## src/rtl/frm_pkg.sv

```systemverilog
package frm_pkg;

  typedef enum logic [1:0] {
    CAUSE_NONE   = 2'd0,
    CAUSE_NOFREE = 2'd1,
    CAUSE_SLOW   = 2'd2,
    CAUSE_ENTRY  = 2'd3
  } trap_cause_e;

  typedef enum logic [2:0] {
    ST_IDLE,
    ST_C_RD,
    ST_C_WR,
    ST_C_SAVE,
    ST_R_WR,
    ST_R_RDH,
    ST_R_RDC,
    ST_R_END
  } ctl_state_e;

endpackage

```

## src/rtl/frm_link_regs.sv

```systemverilog
module frm_link_regs #(
  parameter int AW        = 10,
  parameter int FREE_INIT = 24
) (
  input  logic          clk,
  input  logic          rst,
  input  logic          head_ld,
  input  logic [AW-1:0] head_d,
  input  logic          link_ld,
  input  logic [AW-1:0] link_d,
  output logic [AW-1:0] head_q,
  output logic [AW-1:0] link_q
);

  localparam logic [AW-1:0] HEAD_RST = AW'(FREE_INIT);

  // Free-list head: popped on call, pushed on ordinary return
  always_ff @(posedge clk) begin
    if (rst)          head_q <= HEAD_RST;
    else if (head_ld) head_q <= head_d;
  end

  // Single caller-link register, valid for the shallowest frame only
  always_ff @(posedge clk) begin
    if (rst)          link_q <= '0;
    else if (link_ld) link_q <= link_d;
  end

endmodule

```

## src/rtl/frm_trap_arb.sv

```systemverilog
module frm_trap_arb
  import frm_pkg::*;
(
  input  logic        nofree,
  input  logic        slow,
  input  logic        entry,
  output trap_cause_e cause,
  output logic        pc_adv
);

  // Fixed priority; only the handler-call path skips the instruction
  always_comb begin
    cause  = CAUSE_NONE;
    pc_adv = 1'b0;
    if (nofree) begin
      cause = CAUSE_NOFREE;
    end else if (slow) begin
      cause  = CAUSE_SLOW;
      pc_adv = 1'b1;
    end else if (entry) begin
      cause = CAUSE_ENTRY;
    end
  end

endmodule

```

## src/rtl/frm_ctl.sv

```systemverilog
module frm_ctl
  import frm_pkg::*;
#(
  parameter int AW        = 10,
  parameter int DW        = 32,
  parameter int CLINK_OFS = 5,
  parameter int USE_W     = 8
) (
  input  logic          clk,
  input  logic          rst,
  input  logic          call_req,
  input  logic          ret_req,
  input  logic [AW-1:0] cur_frame,
  input  logic [DW-1:0] cur_hdr,
  input  logic [AW-1:0] cur_alink,
  input  logic [DW-1:0] mem_rdata,
  input  logic [AW-1:0] head_q,
  input  logic [AW-1:0] link_q,
  output logic          head_ld,
  output logic [AW-1:0] head_d,
  output logic          link_ld,
  output logic [AW-1:0] link_d,
  output logic          mem_en,
  output logic          mem_we,
  output logic [AW-1:0] mem_addr,
  output logic [DW-1:0] mem_wdata,
  output logic          busy,
  output logic          done,
  output logic          trap_req,
  output trap_cause_e   trap_cause,
  output logic          pc_adv,
  output logic [AW-1:0] new_frame,
  output logic [AW-1:0] eff_alink
);

  localparam int              T_BIT   = DW - 1;
  localparam int              S_BIT   = DW - 2;
  localparam logic [AW-1:0]   OFS_A   = AW'(CLINK_OFS);
  localparam logic [AW-1:0]   ONE_A   = AW'(1);
  localparam logic [AW-1:0]   UNBOUND = '1;
  localparam logic [USE_W-1:0] USE_ONE = USE_W'(1);

  ctl_state_e    state;
  logic [AW-1:0] op_frame;
  logic [AW-1:0] tgt;
  logic          ent_q;

  logic take_call, take_ret;
  logic slow_cond;
  logic nofree_ev, slow_ev, entry_ev, finish;
  trap_cause_e cause_a;
  logic        adv_a;
  logic        unused_bits;

  assign unused_bits = &{1'b0, cur_hdr, mem_rdata};

  assign take_call = (state == ST_IDLE) && call_req;
  assign take_ret  = (state == ST_IDLE) && !call_req && ret_req;
  assign slow_cond = cur_hdr[S_BIT] ||
                     ((cur_alink != UNBOUND) && (cur_alink != link_q));

  assign nofree_ev = take_call && (head_q == '0);
  assign slow_ev   = take_ret && slow_cond;
  assign entry_ev  = (state == ST_R_END) && ent_q;
  assign finish    = nofree_ev || slow_ev ||
                     (state == ST_C_SAVE) || (state == ST_R_END);

  frm_trap_arb u_arb (
    .nofree (nofree_ev),
    .slow   (slow_ev),
    .entry  (entry_ev),
    .cause  (cause_a),
    .pc_adv (adv_a)
  );

  assign busy = (state != ST_IDLE);

  // Register updates for free-list head and caller-link
  always_comb begin
    head_ld = 1'b0;
    head_d  = op_frame;
    link_ld = 1'b0;
    link_d  = op_frame;
    unique case (state)
      ST_C_WR: begin
        head_ld = 1'b1;
        head_d  = mem_rdata[AW-1:0];
      end
      ST_C_SAVE: link_ld = 1'b1;
      ST_R_WR:   head_ld = 1'b1;
      ST_R_END: begin
        link_ld = 1'b1;
        link_d  = mem_rdata[AW-1:0];
      end
      default: ;
    endcase
  end

  // Header memory port, driven from state registers
  always_comb begin
    mem_en    = 1'b0;
    mem_we    = 1'b0;
    mem_addr  = '0;
    mem_wdata = '0;
    unique case (state)
      ST_C_RD: begin
        mem_en   = 1'b1;
        mem_addr = tgt - ONE_A;
      end
      ST_C_WR: begin
        mem_en    = 1'b1;
        mem_we    = 1'b1;
        mem_addr  = tgt - ONE_A;
        mem_wdata = DW'(op_frame);
      end
      ST_C_SAVE: begin
        mem_en    = 1'b1;
        mem_we    = 1'b1;
        mem_addr  = op_frame + OFS_A;
        mem_wdata = DW'(link_q);
      end
      ST_R_WR: begin
        mem_en    = 1'b1;
        mem_we    = 1'b1;
        mem_addr  = op_frame - ONE_A;
        mem_wdata = DW'(head_q);
      end
      ST_R_RDH: begin
        mem_en   = 1'b1;
        mem_addr = tgt;
      end
      ST_R_RDC: begin
        mem_en   = 1'b1;
        mem_addr = tgt + OFS_A;
      end
      default: ;
    endcase
  end

  always_ff @(posedge clk) begin
    if (rst) begin
      state      <= ST_IDLE;
      op_frame   <= '0;
      tgt        <= '0;
      ent_q      <= 1'b0;
      done       <= 1'b0;
      trap_req   <= 1'b0;
      trap_cause <= CAUSE_NONE;
      pc_adv     <= 1'b0;
      new_frame  <= '0;
      eff_alink  <= '0;
    end else begin
      done       <= finish;
      trap_req   <= finish && (cause_a != CAUSE_NONE);
      trap_cause <= finish ? cause_a : CAUSE_NONE;
      pc_adv     <= finish && adv_a;
      unique case (state)
        ST_IDLE: begin
          if (take_call && !nofree_ev) begin
            op_frame <= cur_frame;
            tgt      <= head_q;
            state    <= ST_C_RD;
          end else if (take_ret) begin
            eff_alink <= (cur_alink == UNBOUND) ? link_q : cur_alink;
            if (!slow_cond) begin
              op_frame <= cur_frame;
              tgt      <= link_q;
              state    <= ST_R_WR;
            end
          end
        end
        ST_C_RD:   state <= ST_C_WR;
        ST_C_WR:   state <= ST_C_SAVE;
        ST_C_SAVE: begin
          new_frame <= tgt;
          state     <= ST_IDLE;
        end
        ST_R_WR:   state <= ST_R_RDH;
        ST_R_RDH:  state <= ST_R_RDC;
        ST_R_RDC: begin
          ent_q <= mem_rdata[T_BIT] || (mem_rdata[USE_W-1:0] > USE_ONE);
          state <= ST_R_END;
        end
        ST_R_END: begin
          new_frame <= tgt;
          state     <= ST_IDLE;
        end
        default: state <= ST_IDLE;
      endcase
    end
  end

endmodule

```

## src/rtl/frm_ret_trap.sv

```systemverilog
module frm_ret_trap
  import frm_pkg::*;
#(
  parameter int AW        = 10,
  parameter int DW        = 32,
  parameter int CLINK_OFS = 5,
  parameter int FREE_INIT = 24,
  parameter int USE_W     = 8
) (
  input  logic          clk,
  input  logic          rst,
  input  logic          call_req,
  input  logic          ret_req,
  input  logic [AW-1:0] cur_frame,
  input  logic [DW-1:0] cur_hdr,
  input  logic [AW-1:0] cur_alink,
  output logic          mem_en,
  output logic          mem_we,
  output logic [AW-1:0] mem_addr,
  output logic [DW-1:0] mem_wdata,
  input  logic [DW-1:0] mem_rdata,
  output logic          busy,
  output logic          done,
  output logic [AW-1:0] new_frame,
  output logic          trap_req,
  output logic [1:0]    trap_cause,
  output logic          pc_adv,
  output logic [AW-1:0] eff_alink,
  output logic [AW-1:0] clink_o,
  output logic [AW-1:0] free_head_o
);

  logic          head_ld, link_ld;
  logic [AW-1:0] head_d, link_d, head_q, link_q;
  trap_cause_e   cause_w;

  frm_link_regs #(.AW(AW), .FREE_INIT(FREE_INIT)) u_regs (
    .clk     (clk),
    .rst     (rst),
    .head_ld (head_ld),
    .head_d  (head_d),
    .link_ld (link_ld),
    .link_d  (link_d),
    .head_q  (head_q),
    .link_q  (link_q)
  );

  frm_ctl #(.AW(AW), .DW(DW), .CLINK_OFS(CLINK_OFS), .USE_W(USE_W)) u_ctl (
    .clk        (clk),
    .rst        (rst),
    .call_req   (call_req),
    .ret_req    (ret_req),
    .cur_frame  (cur_frame),
    .cur_hdr    (cur_hdr),
    .cur_alink  (cur_alink),
    .mem_rdata  (mem_rdata),
    .head_q     (head_q),
    .link_q     (link_q),
    .head_ld    (head_ld),
    .head_d     (head_d),
    .link_ld    (link_ld),
    .link_d     (link_d),
    .mem_en     (mem_en),
    .mem_we     (mem_we),
    .mem_addr   (mem_addr),
    .mem_wdata  (mem_wdata),
    .busy       (busy),
    .done       (done),
    .trap_req   (trap_req),
    .trap_cause (cause_w),
    .pc_adv     (pc_adv),
    .new_frame  (new_frame),
    .eff_alink  (eff_alink)
  );

  assign trap_cause  = cause_w;
  assign clink_o     = link_q;
  assign free_head_o = head_q;

endmodule

```

## config.mk

```make
export PLATFORM = sky130hd
export DESIGN_NAME = frm_ret_trap
export DESIGN_NICKNAME = d
export VERILOG_FILES = /design/src/rtl/frm_pkg.sv /design/src/rtl/frm_link_regs.sv /design/src/rtl/frm_trap_arb.sv /design/src/rtl/frm_ctl.sv /design/src/rtl/frm_ret_trap.sv
export SDC_FILE = /design/constraint.sdc
export NUM_CORES = 1
export LEC_CHECK = 0
export CORE_MARGIN = 4
export CORE_UTILIZATION = 45
export CTS_CLUSTER_DIAMETER = 150
export DETAILED_ROUTE_END_ITERATION = 10
export PLACE_DENSITY = 0.81
export SETUP_SLACK_MARGIN = 0.4
export SLEW_MARGIN = 20
export SYNTH_ARGS = -nofsm -noshare
export SYNTH_HDL_FRONTEND = slang
export SYNTH_SLANG_ARGS = --single-unit
```

## constraint.sdc

```tcl
create_clock -name clk -period 3.5 [get_ports clk]
set_input_delay 0.7 -clock clk [delete_from_list [all_inputs] [get_ports clk]]
set_output_delay 0.7 -clock clk [all_outputs]
set_load 0.005 [all_outputs]
```

**Yosys cells after proc, flatten, opt, wreduce, memory -nomap -nowiden**

Index checks and enable logic that the tools add are counted.

- Word-level logic and storage cells: 87
- Bits in registers: 69
- Input port bits: 88

- $add $sub $neg: 4
- Order comparisons: 1
- Equality and inequality tests: 13
- Reduce and logical (&&, ||, !) cells: 31
- Multiplexer cells: 24
- Bitwise operators: 2

Operator list:

| operator | count |
|---|---|
| two-way mux 10 bit | 9 |
| one-hot mux 10 bit (5 select lines) | 1 |
| one-hot mux 10 bit (3 select lines) | 1 |
| one-hot mux 3 bit (7 select lines) | 1 |
| adder 10 x 3 -> 10 bit (second input constant) | 2 |
| subtractor 10 x 1 -> 10 bit (second input constant) | 2 |
| equality test 3 bit (second input constant) | 4 |
| equality test 10 bit (second input constant) | 1 |
| logical AND 1 bit | 10 |
| logical NOT 10 bit | 1 |
| inequality test 10 bit | 1 |
| inequality test 10 bit (second input constant) | 1 |
| two-way mux 3 bit | 3 |
| > comparator 8 x 1 -> 1 bit (second input constant) | 1 |
| OR reduction 2 bit | 4 |
| equality test 3 x 2 -> 1 bit (second input constant) | 2 |
| two-way mux 1 bit | 6 |
| two-way mux 2 bit | 3 |
| AND reduction 3 bit | 2 |
| OR reduction 6 bit | 1 |
| logical OR 1 bit | 5 |
| nonzero test 2 bit | 2 |
| equality test 3 x 1 -> 1 bit (second input constant) | 1 |
| logical NOT 3 bit | 1 |
| other kinds (8) | 10 |

**Logic depth before layout (Yosys ltp)**

- Depth in word-level cells: 9
- Gate-level depth with buffers: 11
- Gate-level depth less buffers: 8

**By module**

From an unflattened synthesis, not the netlist that was laid out.

- Cells, all modules: 555
- Area total of the unflattened synthesis: 4707.0 µm²

Modules (own cells, without submodules):

| module | seq. area each (µm²) | area an instance (µm²) | instances | cells an instance |
|---|---|---|---|---|
| frm_ctl | 980.9 | 3975.1 | 1 | 486 |
| frm_link_regs | 400.4 | 709.4 | 1 | 64 |
| frm_trap_arb | 0.0 | 22.5 | 1 | 5 |

**Worst setup path after synthesis**

No wires, ideal clock.

- Path kind: register to output
- Start point: reg u_ctl.state[2]
- End point: out mem_addr[4]
- Path slack: 409 ps
- Arrival time: 2391 ps
- Stages on the path, launching flop included: 10
- Path through: dfxtp_1 buf_4 or3b_1 buf_2 mux2i_1 ha_1 inv_1 or4b_2 a31o_2 o221ai_1

- Longest elaborated chain between the ends: 3
- Elaborated cells on any way between the ends: 8
- Those cells by class: eq/ne (6); mux (1); reduce/logical (1)

Ends and longest elaborated chain:

| what | line | RTL |
|---|---|---|
| from (decl) | frm_ctl.sv:43 | `ctl_state_e state;` |
| from (signal assigned) | frm_ctl.sv:142 | `state <= ST_IDLE;` |
| from (signal assigned) | frm_ctl.sv:162 | `state <= ST_C_RD;` |
| from (signal assigned) | frm_ctl.sv:168 | `state <= ST_R_WR;` |
| equality test 3 x 1 -> 1 bit / equality test 3 x 2 -> 1 bit (equally long branches) | frm_ctl.sv:105 | `unique case (state)` |
| OR reduction 2 bit (no line) | -- |  |
| one-hot mux 10 bit (5 select lines) * | frm_ctl.sv:105 |  |
| to (decl) | frm_ret_trap.sv:19 | `output logic [AW-1:0] mem_addr,` |

Mark *: on every way between the ends. The rest lies on a longest branch, timed or not.

**Worst setup path in the final report**

- Start point: reg u_ctl.state[0]
- End point: out mem_addr[9]

Same word-level chain as after synthesis.

==> run metrics <==
# DRC 0; Tcrit/Tclk final 96.2%; Synth area leader dfxtp_1; WS Path Type register to output port; Synth async-reset ratio 0%; Placer Congestion 1.00; Chip Height 111 um; Mapped Avg Cell Area 7.79 sq um; total number of vias 5169; Core Region 10300 sq um; vias in the first global route 4854; Port Buffers 103; final hold vios 0; Final HPWL DP 12.0 mm; worst path required time 2.80 ns; RSZ-0062 raised after global routing yes; area grow syn2layout 36.1%; number of flops mapped to enable cells by yosys 0; outcome complete, no violations; Cell Pwr Density 423 nW/um^2; grt ovf 0; CP Buf/Inv Count 3; Distinct cells, synth 64; Lkg Pwr 0.00239 uW; IO Pins 178; max_slew headroom 33.1%; Clock Skews 0.0163 ns; CP delay by family, top simple AND/OR/NAND/NOR gates; gr usage total 25.8%; initial antenna violation count 0; Total Die Area 12300 sq um; Worst setup SP type register; Non-Filler Instances 866; Seq/Total Area, Yosys 28.9%; R2R setup slack 0.88 ns; CTS root buffer clkbuf_8; min-delay worst type register to register; CTS Sinks 69; CP max stage cell or3b_4; Nets 814; synth warn 0; Num CTS Buffers 9; largest net degree at the start of global routing 63; CTS clk-pin slew, worst paths 0.08 ns; cts hold-fix bufs 0; fillers 890; Pre-antenna DRT Iters 6; Yosys reg bits 69; post-route ant nets 0; Cell Area, Synth 4770 sq um; Starting Density 46.2%; Starting DRT DRC Count 526; Die W 111 um; CTS tree yes; top-area cell type share of the netlist area 28.9%; Max Root-Sink Buffers 2; critical path arrival 2.67 ns; count leader, synth nand2_1; VDD IR max 0.244 mV; Commonest cells post-synth 73 x nand2_1, 69 x dfxtp_1, 49 x clkbuf_1, 49 x nor2_1, 46 x mux2i_1; share of cells above drive strength 1 17.3%; crit path cell chain or3b_4 -> buf_6 -> or3_4 -> a211o_2 -> mux2i_1 -> o311ai_2 -> buf_4 -> buf_2; Rows 37; Inst Count DP 840; Total Power 2750 uW; max frequency 297 MHz; pre-CTS setup slack -0.0863 ns; Worst path max stage delay 0.42 ns; Slew Viols, Final 0; Tightest Pin Transition 1.00 ns; Final WS setup 0.134 ns; Synth Flop Type dfxtp_1; Vias/cell 5.97; CP Capture Type output port; H-tree depth reported by CTS 3; crit-path max FO 4; Finish-stage setup viols 0; WL final 16.5 mm; first-pass GRT wire length 26.1 mm; wire per inst 19.1 um; synthesized instance count 613; latest clock arrival within the worst-skew pair 0.34 ns; max-cap violations 0; Synth area leaders dfxtp_1 29%, mux2i_1 9.6%, nand2_1 5.7%, a21oi_1 4.1%, clkbuf_1 3.9%; minimum clock period 3.37 ns
worst paths after layout:
check,start,to,cells after the start
min reg2reg,u_ctl.new_frame[8],u_ctl.new_frame[8],2
max reg2reg,u_regs.head_q[5],u_ctl.op_frame[3],5
min,u_ctl.new_frame[8],u_ctl.new_frame[8],2
max,u_ctl.state[0],mem_addr[9],8
report_power, final:
group | leakage (uW) | switching [uW] | internal [uW] | total, uW
Sequential | 0.000564 | 92.2 | 854 | 946
Combinational | 0.00171 | 562 | 492 | 1050
Clock | 0.000111 | 335 | 411 | 747
through the flow:
step	hold slack, ns	instance area [sq um]	util, %	TNS, ns
CTS	0.463	6400	62.0	0
detailed placement	0.450	6010	58.3	-0.0863
global placement	0.446	6010	58.3	-0.0697
floorplan	0.448	4850	-	0
global route	0.491	6490	62.9	0
finish	0.461	6500	62.9	0
kinds of logic (layout without fill, tap and decap cells):
group | after synthesis | after routing | synth area share (%)
xor+xnor | 23 | 23 | 4.22
flops | 69 | 69 | 28.9
simple gates | 224 | 224 | 24.4
buf+inv | 91 | 186 | 9.28
other cells | 1 | 23 | 0.0786
fa+ha+maj | 2 | 2 | 0.524
mux | 47 | 47 | 9.88
compound gates | 156 | 156 | 22.7
worst reg2reg max path: cells and delay by family (launching register included):
kind,cells,cell delay [ns]
simple gates,1,0.60
buf+inv,1,0.28
compound gates,2,1.06
mux,1,0.22
flops,1,0.37
sequential cells by signal, summed over array words and instances, names as in the netlist:
name / flops
u_ctl.done: 1
u_ctl.eff_alink: 10
u_ctl.ent_q: 1
u_ctl.new_frame: 10
u_ctl.op_frame: 10
u_ctl.pc_adv: 1
u_ctl.state: 3
u_ctl.tgt: 10
u_ctl.trap_cause: 2
u_ctl.trap_req: 1
u_regs.head_q: 10
u_regs.link_q: 10
area by class of cell:
cell class | instances | area, sq um | share of cell area, %
Clock inverter | 7 | 103 | 1.58
Antenna cell | 1 | 2.50 | 0.0385
Multi-Input combinational cell | 474 | 3210 | 49.4
Tap cell | 136 | 170 | 2.62
Inverter | 9 | 37.5 | 0.578
Clock buffer | 9 | 124 | 1.91
Sequential cell | 69 | 1390 | 21.3
Timing Repair Buffer | 161 | 1460 | 22.5
timing repair:
action / in CTS / in global routing
setup endpoints to repair: 10 / 18
setup buffers: 4 / 5
resized for setup: 60 / 19
pin swaps: 13 / 12
layer usage:
layer | vias to the layer above | track usage (%) | routed length, um
li1 | 2420 | - | -
met1 | 2395 | 36.2 | 6880
met2 | 303 | 39.7 | 7510
met3 | 51 | 4.75 | 1580
met4 | 0 | 8.70 | 535
met5 | - | 0 | 0
cell usage in the layout, fill, tap and decap left out, types with 8 or more instances in the layout:
cell             synthesis  final
nand4b_1                10     10
clkbuf_8                 0      9
clkdlybuf4s50_1          0     93
o31ai_1                 11     10
conb_1                   1     22
nand2_1                 73     73
o21ai_0                 22     21
mux2i_1                 46     44
nand3_1                 10     10
a22oi_1                  9      9
xnor2_1                 17     16
a21oi_1                 39     38
nand2b_1                23     22
dfxtp_1                 69     65
a311oi_1                10     10
nor4_1                  10      8
nor2_1                  49     48
buf_4                   23     50
a211oi_1                22     21
Power figures use the tool's default switching activity.
